$ cat src/rtl/sio_pkg.sv
package sio_pkg;
  localparam int DATA_W = 8;
  localparam int CNT_W  = $clog2(DATA_W);

  typedef enum logic [1:0] {
    DIV_A = 2'b00,
    DIV_B = 2'b01,
    DIV_C = 2'b10,
    DIV_D = 2'b11
  } div_sel_e;

  typedef struct packed {
    logic [2:0] spare;
    logic       rdy_en;
    logic       pins_en;
    logic       int_clk;
    div_sel_e   div;
  } ctrl_t;
endpackage

$ cat src/rtl/sio_rst_sync.sv
module sio_rst_sync (
  input  logic clk,
  input  logic rst_n,
  output logic rst_s_n
);
  logic s1_q;
  logic s2_q;

  always_ff @(posedge clk or negedge rst_n) begin
    if (!rst_n) begin
      s1_q <= 1'b0;
      s2_q <= 1'b0;
    end else begin
      s1_q <= 1'b1;
      s2_q <= s1_q;
    end
  end

  assign rst_s_n = s2_q;
endmodule

$ cat src/rtl/sio_bitclk.sv
module sio_bitclk
  import sio_pkg::*;
#(
  parameter int HALF_A = 4,
  parameter int HALF_B = 8,
  parameter int HALF_C = 16,
  parameter int HALF_D = 256,
  parameter int HALF_W = $clog2(HALF_D + 1)
) (
  input  logic     clk,
  input  logic     rst_n,
  input  logic     run,
  input  logic     int_sel,
  input  div_sel_e div,
  input  logic     ext_clk,
  output logic     sclk,
  output logic     fall_evt,
  output logic     rise_evt
);
  logic [HALF_W-1:0] half_sel;
  logic [HALF_W-1:0] tick_q, tick_n;
  logic              sclk_q, sclk_n;
  logic              ext_s1_q, ext_s2_q, ext_s3_q;
  logic              wrap;
  logic              ext_fall, ext_rise;

  always_comb begin
    unique case (div)
      DIV_A:   half_sel = HALF_W'(HALF_A);
      DIV_B:   half_sel = HALF_W'(HALF_B);
      DIV_C:   half_sel = HALF_W'(HALF_C);
      default: half_sel = HALF_W'(HALF_D);
    endcase
  end

  assign wrap     = (tick_q == half_sel - 1'b1);
  assign ext_fall = ext_s3_q & ~ext_s2_q;
  assign ext_rise = ~ext_s3_q & ext_s2_q;

  always_comb begin
    tick_n = tick_q;
    sclk_n = sclk_q;
    if (!run || !int_sel) begin
      tick_n = '0;
      sclk_n = 1'b1;
    end else if (wrap) begin
      tick_n = '0;
      sclk_n = ~sclk_q;
    end else begin
      tick_n = tick_q + 1'b1;
    end
  end

  always_comb begin
    if (int_sel) begin
      fall_evt = run & wrap & sclk_q;
      rise_evt = run & wrap & ~sclk_q;
    end else begin
      fall_evt = run & ext_fall;
      rise_evt = run & ext_rise;
    end
  end

  always_ff @(posedge clk or negedge rst_n) begin
    if (!rst_n) begin
      tick_q   <= '0;
      sclk_q   <= 1'b1;
      ext_s1_q <= 1'b1;
      ext_s2_q <= 1'b1;
      ext_s3_q <= 1'b1;
    end else begin
      tick_q   <= tick_n;
      sclk_q   <= sclk_n;
      ext_s1_q <= ext_clk;
      ext_s2_q <= ext_s1_q;
      ext_s3_q <= ext_s2_q;
    end
  end

  assign sclk = sclk_q;
endmodule

$ cat src/rtl/sio_shift.sv
module sio_shift
  import sio_pkg::*;
(
  input  logic              clk,
  input  logic              rst_n,
  input  logic              load,
  input  logic [DATA_W-1:0] load_data,
  input  logic              fall_evt,
  input  logic              rise_evt,
  input  logic              sin,
  output logic [DATA_W-1:0] sreg,
  output logic              sout,
  output logic              busy,
  output logic              done
);
  localparam logic [CNT_W-1:0] LAST = CNT_W'(DATA_W - 1);

  logic [DATA_W-1:0] sreg_q, sreg_n;
  logic [CNT_W-1:0]  cnt_q, cnt_n;
  logic              busy_q, busy_n;
  logic              sout_q, sout_n;

  assign done = busy_q & rise_evt & (cnt_q == LAST);

  always_comb begin
    sreg_n = sreg_q;
    cnt_n  = cnt_q;
    busy_n = busy_q;
    sout_n = sout_q;
    if (load && !busy_q) begin
      sreg_n = load_data;
      cnt_n  = '0;
      busy_n = 1'b1;
    end else if (busy_q) begin
      if (fall_evt) begin
        sout_n = sreg_q[0];
      end
      if (rise_evt) begin
        sreg_n = {sin, sreg_q[DATA_W-1:1]};
        cnt_n  = cnt_q + 1'b1;
        if (cnt_q == LAST) begin
          busy_n = 1'b0;
        end
      end
    end
  end

  always_ff @(posedge clk or negedge rst_n) begin
    if (!rst_n) begin
      sreg_q <= '0;
      cnt_q  <= '0;
      busy_q <= 1'b0;
      sout_q <= 1'b1;
    end else begin
      sreg_q <= sreg_n;
      cnt_q  <= cnt_n;
      busy_q <= busy_n;
      sout_q <= sout_n;
    end
  end

  assign sreg = sreg_q;
  assign sout = sout_q;
  assign busy = busy_q;
endmodule

$ cat src/rtl/sio_port.sv
module sio_port
  import sio_pkg::*;
#(
  parameter int HALF_A = 4,
  parameter int HALF_B = 8,
  parameter int HALF_C = 16,
  parameter int HALF_D = 256
) (
  input  logic              clk,
  input  logic              rst_n,
  input  logic              bus_we,
  input  logic              bus_addr,
  input  logic [DATA_W-1:0] bus_wdata,
  output logic [DATA_W-1:0] bus_rdata,
  input  logic              sclk_in,
  output logic              sclk_out,
  output logic              sclk_oe,
  output logic              sclk_pin_en,
  input  logic              sin,
  output logic              sout,
  output logic              sdata_pin_en,
  output logic              rdy_out,
  output logic              rdy_pin_en,
  output logic              irq
);
  localparam int HALF_W = $clog2(HALF_D + 1);

  logic              rst_s_n;
  ctrl_t             ctrl_q, ctrl_n;
  logic              irq_q, irq_n;
  logic              rdy_q, rdy_n;
  logic              ctrl_wr, data_wr, load;
  logic              busy, done, fall_evt, rise_evt;
  logic [DATA_W-1:0] sreg;

  sio_rst_sync u_rst (
    .clk     (clk),
    .rst_n   (rst_n),
    .rst_s_n (rst_s_n)
  );

  assign ctrl_wr = bus_we & ~bus_addr;
  assign data_wr = bus_we & bus_addr;
  assign load    = data_wr & ~busy;

  sio_bitclk #(
    .HALF_A (HALF_A),
    .HALF_B (HALF_B),
    .HALF_C (HALF_C),
    .HALF_D (HALF_D),
    .HALF_W (HALF_W)
  ) u_clk (
    .clk      (clk),
    .rst_n    (rst_s_n),
    .run      (busy),
    .int_sel  (ctrl_q.int_clk),
    .div      (ctrl_q.div),
    .ext_clk  (sclk_in),
    .sclk     (sclk_out),
    .fall_evt (fall_evt),
    .rise_evt (rise_evt)
  );

  sio_shift u_shift (
    .clk       (clk),
    .rst_n     (rst_s_n),
    .load      (load),
    .load_data (bus_wdata),
    .fall_evt  (fall_evt),
    .rise_evt  (rise_evt),
    .sin       (sin),
    .sreg      (sreg),
    .sout      (sout),
    .busy      (busy),
    .done      (done)
  );

  always_comb begin
    ctrl_n = ctrl_q;
    if (ctrl_wr) begin
      ctrl_n = ctrl_t'(bus_wdata);
    end
    irq_n = done | (irq_q & ~data_wr);
    rdy_n = rdy_q;
    if (load && ctrl_q.rdy_en) begin
      rdy_n = 1'b1;
    end else if (fall_evt) begin
      rdy_n = 1'b0;
    end
  end

  always_ff @(posedge clk or negedge rst_s_n) begin
    if (!rst_s_n) begin
      ctrl_q <= '0;
      irq_q  <= 1'b0;
      rdy_q  <= 1'b0;
    end else begin
      ctrl_q <= ctrl_n;
      irq_q  <= irq_n;
      rdy_q  <= rdy_n;
    end
  end

  assign bus_rdata    = bus_addr ? sreg : DATA_W'(ctrl_q);
  assign sclk_pin_en  = ctrl_q.pins_en;
  assign sclk_oe      = ctrl_q.pins_en & ctrl_q.int_clk;
  assign sdata_pin_en = ctrl_q.pins_en;
  assign rdy_pin_en   = ctrl_q.pins_en & ctrl_q.rdy_en;
  assign rdy_out      = rdy_q;
  assign irq          = irq_q;
endmodule

$ cat config.mk
export PLATFORM = sky130hd
export DESIGN_NAME = sio_port
export DESIGN_NICKNAME = d
export VERILOG_FILES = /design/src/rtl/sio_pkg.sv /design/src/rtl/sio_rst_sync.sv /design/src/rtl/sio_bitclk.sv /design/src/rtl/sio_shift.sv /design/src/rtl/sio_port.sv
export SDC_FILE = /design/constraint.sdc
export NUM_CORES = 1
export LEC_CHECK = 0
export BUFFER_PORTS_ARGS = -buffer_cell sky130_fd_sc_hd__buf_2
export CAP_MARGIN = 20
export CORE_AREA = 4 4 64 66
export DETAILED_ROUTE_END_ITERATION = 8
export DIE_AREA = 0 0 68 70
export GPL_TIMING_DRIVEN = 0
export PLACE_DENSITY = 0.75
export SETUP_SLACK_MARGIN = 0.5
export SLEW_MARGIN = 20
export SYNTH_ARGS = -nofsm -noshare
export SYNTH_HDL_FRONTEND = slang
export SYNTH_SLANG_ARGS = --single-unit
export TNS_END_PERCENT = 20
$ cat constraint.sdc
create_clock -name clk -period 1.3 [get_ports clk]
set_input_delay 0.13 -clock clk [delete_from_list [all_inputs] [get_ports clk]]
set_output_delay 0.13 -clock clk [all_outputs]
set_load 0.02 [all_outputs]
==> impl_metrics.toml, run 1 <==
[timing]
slew_viol_final = 0
layout_min_cycle_time_ns = 2.18
fin_ws_ns = -0.876
finalCritPeriodShare_pct = 167
holdWs_ns = 0.0158
fmax_mhz = 460
clock_skew_ns = 0.00887
hold_viol = 0
setup_viol = 34
rsz0062_at_grt = "true"

[detailed_routing]
first_pass_iters = 4
routedWlPerCell_um = 15.7
num_vias = 1436
viasPerCell = 5.48
drc_errors = 0
drtIter0Drc = 60
ant_nets = 0
wl_um = 4110

[grt]
grt_use_total_pct = 18.9
grt_pass1_wl_um = 6860
grt-ovfl-total = 0
antenna_found_initial = 0
first_global_vias = 1490
grt_max_degree = 20

[cts]
numCtsBuffers = 5
htreeDepth = 2
cts_tree = "yes"
clock_latency_ns = 0.35
clock_path_buffers = 2
path_clk_slew_ns = 0.12
cts_sinks = 38
cts_root_buf = "clkbuf_4"

[synthesis]
synth.most_common_cell = "dfrtp_1"
syn_inst = 167
synth-async-reset-ratio_pct = 100
yosysTopAreaCellShare_pct = 44.3
yosys_warnings = 0
synth_area_leader_cell = "dfrtp_1"
synthTopCellsByArea = "dfrtp_1 (44%), mux2_2 (11%), dfstp_2 (7.0%)"
synth-seq-area-share_pct = 51.3
ys_ff_latch = 38
synth_ff_type = "dfrtp_1"
syn_area_mm2 = 0.00186
syn_nets = 184
ys_top_cells_by_count = "dfrtp_1 (33), mux2_2 (18), nor2_1 (13), mux2i_1 (11), and3_1 (10)"
yosysUniqueCellTypes = 34
synth_edf_count = 0
avgSynthCellArea_um2 = 11.2

[placed_design]
place_hpwl_um = 2850
place_congestion = 0.753
io_buffers = 28
place_ws_ns = -0.911

[die]
io_pins = 30
die_h_um = 70
initial_core_util_pct = 52.1
rows = 22
die-area_mm2 = 0.00476
coreArea_mm2 = 0.00358
chipWidth_um = 68

[hold_path]
hold_class = "in -> reg"

[setup_path]
path_cells = "or4_1 -> mux2_4 -> o41a_1 -> buf_4 -> nor2_2 -> mux2i_1"
cp_slowest_cell = "or4_1"
critPathRequiredTime_ns = 1.58
crit_fanout = 5
crit_arrival_ns = 2.45
cp_slowest_stage_delay_ns = 0.52
worst-setup-path-type = "reg -> reg"
endpoint_kind = "flop"
startpoint_type = "flop"

[layout]
diodes = 0
layout-drive-gt1-share_pct = 36.9
finalNetCount = 230
area_growth_pct = 26.2
fin_util_pct = 65.8

[power_and_ir_drop]
ir_drop_mv = 0.874
power.leakage_uw = 0.00112
power_density_mw_per_mm2 = 1590

[run]
maxCapViolations = 0

[status]
violations = "negative setup slack"
status = "finished, violations left"
[timing repair]
action	CTS	global route
hold endpoints to repair	3	0
setup endpoints to repair	49	51
buffers inserted	6	1
hold buffers	2	0
pin swaps	3	1
gates cloned	1	0
gates resized for setup	22	17
[critical path, delay by kind of cell, from the launching register on]
kind / cells / cell delay [ns]
simple gates: 2 / 0.62
mux: 2 / 0.47
compound gates: 1 / 0.42
flops: 1 / 0.39
buf+inv: 1 / 0.20
[final cells by class]
class | instances | area, µm²
multi-input cells | 116 | 892
well taps | 48 | 60.1
repair buffers | 39 | 300
plain buffers | 10 | 68.8
flip-flops and latches | 38 | 961
clock inverters | 1 | 5.00
clock buffers | 7 | 55.1
inverters | 3 | 11.3
fillers | 290 | 1220
[registers in the layout, summed over array words and instances (netlist names), 3 cells and up]
register       count
u_clk.tick_q       9
u_shift.sreg       8
ctrl_q             7
u_shift.cnt_q      3
[kinds of logic after synthesis]
family | Yosys count | share of synthesized area [%]
compound gates | 26 | 8.99
xor+xnor | 9 | 4.23
fa+ha+maj | 3 | 2.01
buf+inv | 13 | 3.22
flops | 38 | 51.3
mux | 29 | 16.8
other cells | 1 | 0.201
simple gates | 48 | 13.2
[cells in the final DEF, fill, tap and decap left out, drive strengths merged, types with 5 or more instances in the layout]
master | synthesis | routed
mux2 | 18 | 18
clkbuf | 8 | 14
a21oi | 9 | 9
mux2i | 11 | 11
nor2 | 14 | 14
buf | 2 | 40
a211oi | 8 | 8
and3 | 10 | 10
nand2 | 6 | 6
dfrtp | 33 | 33
nand3 | 7 | 7
dfstp | 5 | 5
xnor2 | 5 | 5
[where the power goes]
group | switching [µW] | total [µW] | internal (µW)
clock network | 390 | 652 | 262
registers | 313 | 1800 | 1490
logic | 648 | 1290 | 642
total | 1350 | 3750 | 2400
[routing by layer]
metal  up-vias  routed length, µm  global-route usage, %
li1        683                  -                      -
met1       717               1770                   24.3
met2        29               2100                   30.3
met3         7                162                   4.82
met4         0                 80                   6.18
met5         -                  0                      0
[per-stage QoR]
step / total power [µW] / cells / area [µm²] / setup TNS [ns]
2_1_floorplan: 2540 / 167 / 1870 / -15.66
3_3_place_gp: 2830 / 243 / 2070 / -28.52
3_5_place_dp: 2930 / 244 / 2100 / -23.06
4_1_cts: 3680 / 261 / 2290 / -19.74
5_1_grt: 3970 / 262 / 2350 / -21.93
6_report: 3750 / 262 / 2350 / -19.60
[worst paths after layout]
check | from | endpoint | slack (ns) | depth (start not counted)
max reg2reg | u_clk.tick_q[7] | u_shift.cnt_q[0] | -0.88 | 6
min reg2reg | u_rst.rst_s_n | u_shift.sreg[0] | 0.21 | 0
min in group asynchronous | rst_n | u_rst.rst_s_n | 0.08 | 2
min | bus_wdata[2] | ctrl_q[2] | 0.02 | 2
max in group asynchronous | u_rst.rst_s_n | u_shift.sout | 0.63 | 1
max | u_clk.tick_q[7] | u_shift.cnt_q[0] | -0.88 | 6
No activity file was read; power rests on OpenSTA's default activity.
==> run 2, diff against run 1 <==
--- a/config.mk
+++ b/config.mk
@@ -7,11 +7,11 @@
 export LEC_CHECK = 0
 export BUFFER_PORTS_ARGS = -buffer_cell sky130_fd_sc_hd__buf_2
 export CAP_MARGIN = 20
-export CORE_AREA = 4 4 64 66
+export CORE_AREA = 4 4 67 69
 export DETAILED_ROUTE_END_ITERATION = 8
-export DIE_AREA = 0 0 68 70
+export DIE_AREA = 0 0 71 73
 export GPL_TIMING_DRIVEN = 0
-export PLACE_DENSITY = 0.75
+export PLACE_DENSITY = 0.72
 export SETUP_SLACK_MARGIN = 0.5
 export SLEW_MARGIN = 20
 export SYNTH_ARGS = -nofsm -noshare
==> constraint.sdc (replaced) <==
create_clock -name clk -period 2 [get_ports clk]
set_input_delay 0.2 -clock clk [delete_from_list [all_inputs] [get_ports clk]]
set_output_delay 0.2 -clock clk [all_outputs]
set_load 0.02 [all_outputs]
==> run 2 against run 1 <==
  * The flow still finishes with violations (negative setup slack)
  * Register-to-register slack gained 0.75 ns
  * Final area shrank 4.6%
  * Clock power shrank 18%
  * Clock skew grew 0.0010 ns
==> impl_metrics.toml, run 2 (synthesized netlist as in run 1, its figures left out) <==
[power_and_ir_drop]
power_uw = 2410
power.leakage_uw = 0.00107
power_density_mw_per_mm2 = 1070
ir_drop_mv = 0.687

[detailed_routing]
wl_um = 3680
ant_nets = 0
drc_errors = 0
first_pass_iters = 4
num_vias = 1353
routedWlPerCell_um = 14.2
drtIter0Drc = 90
viasPerCell = 5.22

[setup_path]
cp_slowest_cell = "or4_4"
regToRegSetupSlack_ns = -0.12
critPathRequiredTime_ns = 2.21
startpoint_type = "flop"
cp_slowest_stage_delay_ns = 0.53
crit_arrival_ns = 2.34
path_cells = "or4_4 -> mux2_4 -> nor4_1 -> o21ai_0 -> mux2_2"
endpoint_kind = "flop"
worst-setup-path-type = "reg -> reg"
crit_fanout = 3
critPathTopFamily = "simple AND/OR/NAND/NOR gates"
path_buf_inv = 0

[die]
die-area_mm2 = 0.00518
chipWidth_um = 71
coreArea_mm2 = 0.00391
rows = 23
io_pins = 30
initial_core_util_pct = 47.6
die_h_um = 73

[cts]
clock_latency_ns = 0.29
numCtsBuffers = 5
cts_tree = "yes"
path_clk_slew_ns = 0.08
htreeDepth = 2
cts_root_buf = "clkbuf_8"
clock_path_buffers = 2
cts_sinks = 38

[placed_design]
place_inst = 246
io_buffers = 28
place_hpwl_um = 2570
place_congestion = 0.733

[timing]
slew_viol_final = 0
rsz0062_at_grt = "true"
slew_headroom_pct = 65.8
setup_viol = 23
holdWs_ns = 0.0137
clock_skew_ns = 0.00989
fin_ws_ns = -0.125
fin_setup_tns_ns = -1.63
hold_viol = 0
fmax_mhz = 471
finalCritPeriodShare_pct = 106
worst_pin_slew_ns = 0.513
layout_min_cycle_time_ns = 2.12

[status]
violations = "negative setup slack"
status = "finished, violations left"

[layout]
fillCellCount = 344
fin_cells = 259
largest_reg_flops = 9
layout-drive-gt1-share_pct = 34.4
regMostFlops = "u_clk.tick_q"
finalNetCount = 225
diodes = 0
fin_util_pct = 57.4
layout_commonest_cell = "dfrtp_1"
final_cell_mix = "dfrtp_1 (32), buf_2 (29), mux2_2 (17)"
area_growth_pct = 20.4

[run]
maxCapViolations = 0

[grt]
grt_pass1_wl_um = 6310
first_global_vias = 1389
grt_max_degree = 21
grt-ovfl-total = 0
grt_use_total_pct = 15.7
antenna_found_initial = 0

[hold_path]
hold_class = "in -> reg"
## run 2: worst paths after layout
path | from | end | depth (start not counted)
min | sclk_in | u_clk.ext_s1_q | 1
max in group asynchronous | u_rst.rst_s_n | u_shift.sout | 1
max | u_clk.tick_q[7] | u_shift.sout | 5
min in group asynchronous | u_rst.rst_s_n | u_clk.tick_q[1] | 0
max reg2reg | u_clk.tick_q[7] | u_shift.sout | 5
min reg2reg | u_rst.rst_s_n | u_clk.tick_q[1] | 0
## run 2: report_power, final
part	switching, µW	internal [µW]
sequential	184	969
clock	256	278
combinational	390	330
total	830	1580
## run 2: area by class of cell
| cell class | instances | area (µm²) | area share [%] |
|---|---|---|---|
| Tap cell | 50 | 62.6 | 2.79 |
| Timing Repair Buffer | 34 | 208 | 9.25 |
| Inverter | 3 | 11.3 | 0.502 |
| Sequential cell | 38 | 958 | 42.7 |
| Buffer | 10 | 55.1 | 2.45 |
| Clock buffer | 7 | 86.3 | 3.85 |
| Clock inverter | 1 | 5.00 | 0.223 |
| Multi-Input combinational cell | 116 | 858 | 38.2 |
## run 2: worst reg2reg max path, cell delays in order, from the launching register on
cell     delay (ns)
dfrtp_1        0.38
or4_4          0.53
mux2_4         0.29
nor4_1         0.40
o21ai_0        0.17
mux2_2         0.29
## run 2: routing by layer
| metal | routed length (µm) | part of all wire [%] | track usage (%) |
|---|---|---|---|
| met5 | 0 | 0 | 0 |
| met4 | 72 | 2.0 | 6.47 |
| met3 | 166 | 4.5 | 3.99 |
| met2 | 1730 | 47 | 25.6 |
| met1 | 1710 | 46 | 19.9 |
## run 2: through the flow
step / setup WS [ns] / instance area [µm²]
2_1_floorplan: -0.0281 / 1870
3_3_place_gp: -0.163 / 2070
3_5_place_dp: -0.179 / 2100
4_1_cts: -0.173 / 2230
5_1_grt: -0.212 / 2240
6_report: -0.125 / 2240
## run 2: what timing repair did
| item | in CTS | in global routing |
|---|---|---|
| hold buffers | 1 | 0 |
| setup buffers | 3 | 1 |
| pin swaps | 1 | 1 |
| endpoints found under the setup margin | 33 | 26 |
| gates resized for setup | 4 | 3 |
| hold endpoints to repair | 2 | 0 |
==> run 3, diff against run 2 <==
--- a/config.mk
+++ b/config.mk
@@ -5,6 +5,7 @@
 export SDC_FILE = /design/constraint.sdc
 export NUM_CORES = 1
 export LEC_CHECK = 0
+export ABC_AREA = 1
 export BUFFER_PORTS_ARGS = -buffer_cell sky130_fd_sc_hd__buf_2
 export CAP_MARGIN = 20
 export CORE_AREA = 4 4 67 69
==> run 3 against run 2 <==
  * The run now ends clean
  * Critical path depth increased by 6
  * Worst hold slack lost 0.0040 ns
  * Flip-flop and latch count is the same
  * Synthesized cell count rose by 41%
  * Core utilization up 1.0 points
  * Count of clock-buffer cells in the layout grew 1
  * Die area unchanged
  * Sequential power decreased by 8%
  * First-iteration DRC count grew 28%
  * Final area rose by 1.8%
  * Clock power decreased by 5.4%
  * Critical path type unchanged
  * Largest power group unchanged
==> impl_metrics.toml, run 3 <==
[layout]
fin_util_pct = 58.4
diodes = 0
layout_commonest_cell = "nand2_1"
fillCellCount = 358
largest_reg_flops = 9
regMostFlops = "u_clk.tick_q"
layout-drive-gt1-share_pct = 23.8
final_cell_mix = "nand2_1 (82), dfrtp_1 (32), buf_2 (31)"
finalNetCount = 297
area_growth_pct = 22.1

[synthesis]
yosysUniqueCellTypes = 28
synthTopCellsByArea = "dfrtp_1 (44%), nand2_1 (16%), dfstp_2 (7.0%)"
avgSynthCellArea_um2 = 7.96
synth_area_leader_cell = "dfrtp_1"
synth_ff_type = "dfrtp_1"
yosysTopAreaCellShare_pct = 44.1
syn_inst = 235
ys_top_cells_by_count = "nand2_1 (82), dfrtp_1 (33), inv_1 (24), o21ai_0 (23), nand3_1 (19)"
ys_ff_latch = 38
synth.most_common_cell = "nand2_1"
synth-seq-area-share_pct = 51.2
syn_nets = 252
synth_edf_count = 0
syn_area_mm2 = 0.00187
synth-async-reset-ratio_pct = 100
yosys_warnings = 0

[setup_path]
worst-setup-path-type = "reg -> reg"
critPathRequiredTime_ns = 2.18
startpoint_type = "flop"
crit_arrival_ns = 1.74
endpoint_kind = "flop"
crit_fanout = 5

[die]
die_h_um = 73
chipWidth_um = 71
io_pins = 30
initial_core_util_pct = 47.8
rows = 23
die-area_mm2 = 0.00518
coreArea_mm2 = 0.00391

[power_and_ir_drop]
combPwrFrac_pct = 29.1
internal_power_uw = 1450
power_density_mw_per_mm2 = 965
ir_drop_mv = 0.498
seq_power_share_pct = 48.0
clkPwrFrac_pct = 22.9
power.leakage_uw = 0.00123
switchingPower_uw = 760
switching_share_pct = 34.5

[cts]
numCtsBuffers = 5
path_clk_slew_ns = 0.07
htreeDepth = 2
clock_path_buffers = 2
clock_latency_ns = 0.29
cts_sinks = 38
cts_root_buf = "clkbuf_8"
cts_tree = "yes"

[placed_design]
place_hpwl_um = 3090
place_congestion = 0.865
io_buffers = 29

[grt]
grt_use_total_pct = 17.7
antenna_found_initial = 0
grt-ovfl-total = 0
first_global_vias = 1658
grt_pass1_wl_um = 7270
grt_max_degree = 28

[detailed_routing]
ant_nets = 0
drtIter0Drc = 115
routedWlPerCell_um = 12.9
num_vias = 1660
wl_um = 4270
first_pass_iters = 4
viasPerCell = 5.02
drc_errors = 0

[timing]
fmax_mhz = 643
clock_skew_ns = 0.00882
finalCritPeriodShare_pct = 77.7
fin_setup_tns_ns = 0
setup_viol = 0
layout_min_cycle_time_ns = 1.55
slew_viol_final = 0
hold_viol = 0
rsz0062_at_grt = "true"

[status]
status = "finished, final reports clean"

[run]
maxCapViolations = 0

[hold_path]
hold_class = "in -> reg"
==> run 3: critical path: stages (launching register included) <==
cell	delay, ns
dfrtp_1	0.36
ha_2	0.19
inv_2	0.05
nor2_4	0.08
nand3_2	0.08
nor2_4	0.12
nand3_2	0.10
nand2_4	0.10
nand2_4	0.08
clkbuf_16	0.17
nand3_1	0.06
nand2_1	0.05
==> run 3: per-layer routing <==
| layer | part of all wire, % | track usage (%) |
|---|---|---|
| met2 | 46 | 27.8 |
| met5 | 0 | 0 |
| met3 | 6.4 | 4.68 |
| met1 | 46 | 24.0 |
| met4 | 1.2 | 5.43 |
==> run 3: final timing paths <==
check | from | end | slack [ns] | cells past startpoint
worst max-delay path | u_clk.tick_q[0] | u_shift.sreg[1] | 0.45 | 11
worst min register to register | u_rst.rst_s_n | u_shift.cnt_q[2] | 0.13 | 0
min in group asynchronous | u_rst.rst_s_n | u_shift.cnt_q[2] | 0.13 | 0
worst min-delay path | sclk_in | u_clk.ext_s1_q | 0.01 | 1
worst max register to register | u_clk.tick_q[0] | u_shift.sreg[1] | 0.45 | 11
max in group asynchronous | u_rst.rst_s_n | u_clk.ext_s3_q | 1.38 | 1
==> run 3: area by class of cell <==
| class | instances | area (µm²) | area share, % |
|---|---|---|---|
| flip-flops and latches | 38 | 958 | 41.9 |
| multi-input cells | 163 | 792 | 34.7 |
| repair buffers | 38 | 245 | 10.7 |
| inverters | 27 | 101 | 4.44 |
| clock buffers | 8 | 80.1 | 3.50 |
| well taps | 50 | 62.6 | 2.74 |
| plain buffers | 7 | 45.0 | 1.97 |
==> run 3: kinds of logic (layout without fill, tap and decap cells) <==
group / count (synthesis) / in the layout / synth area share (%)
other cells: 1 / 1 / 0.200
flops: 38 / 38 / 51.2
buf+inv: 34 / 80 / 7.56
fa+ha+maj: 3 / 3 / 2.01
compound gates: 30 / 30 / 9.03
xor+xnor: 2 / 2 / 0.937
simple gates: 127 / 127 / 29.1
==> run 3: stage by stage <==
step / worst slack (ns) / std cells / hold slack [ns] / area [µm²] / power [µW]
floorplan: 0.539 / 235 / -0.0956 / 1870 / 1470
global placement: 0.400 / 314 / -0.0133 / 2080 / 1640
detailed placement: 0.362 / 315 / -0.0137 / 2100 / 1660
CTS: 0.456 / 327 / 0.00438 / 2220 / 2180
global route: 0.358 / 331 / 0.00631 / 2280 / 2350
finish: 0.445 / 331 / 0.00970 / 2280 / 2210
==> run 3: power groups by stage <==
stage / clock (µW) / sequential [µW] / combinational [µW]
global route: 540 / 1080 / 732
floorplan: 0 / 1060 / 405
detailed placement: 0 / 1070 / 591
finish: 504 / 1060 / 643
CTS: 511 / 1060 / 613
global placement: 0 / 1080 / 560
==> run 3: repair_timing <==
item                                   in CTS  in global routing
hold buffers                                1                  0
endpoints found under the hold margin       2                  0
setup endpoints to repair                  20                 19
setup buffers                               3                  3
gates resized for setup                     3                  6
cloned                                      0                  1
pin swaps                                   1                  0
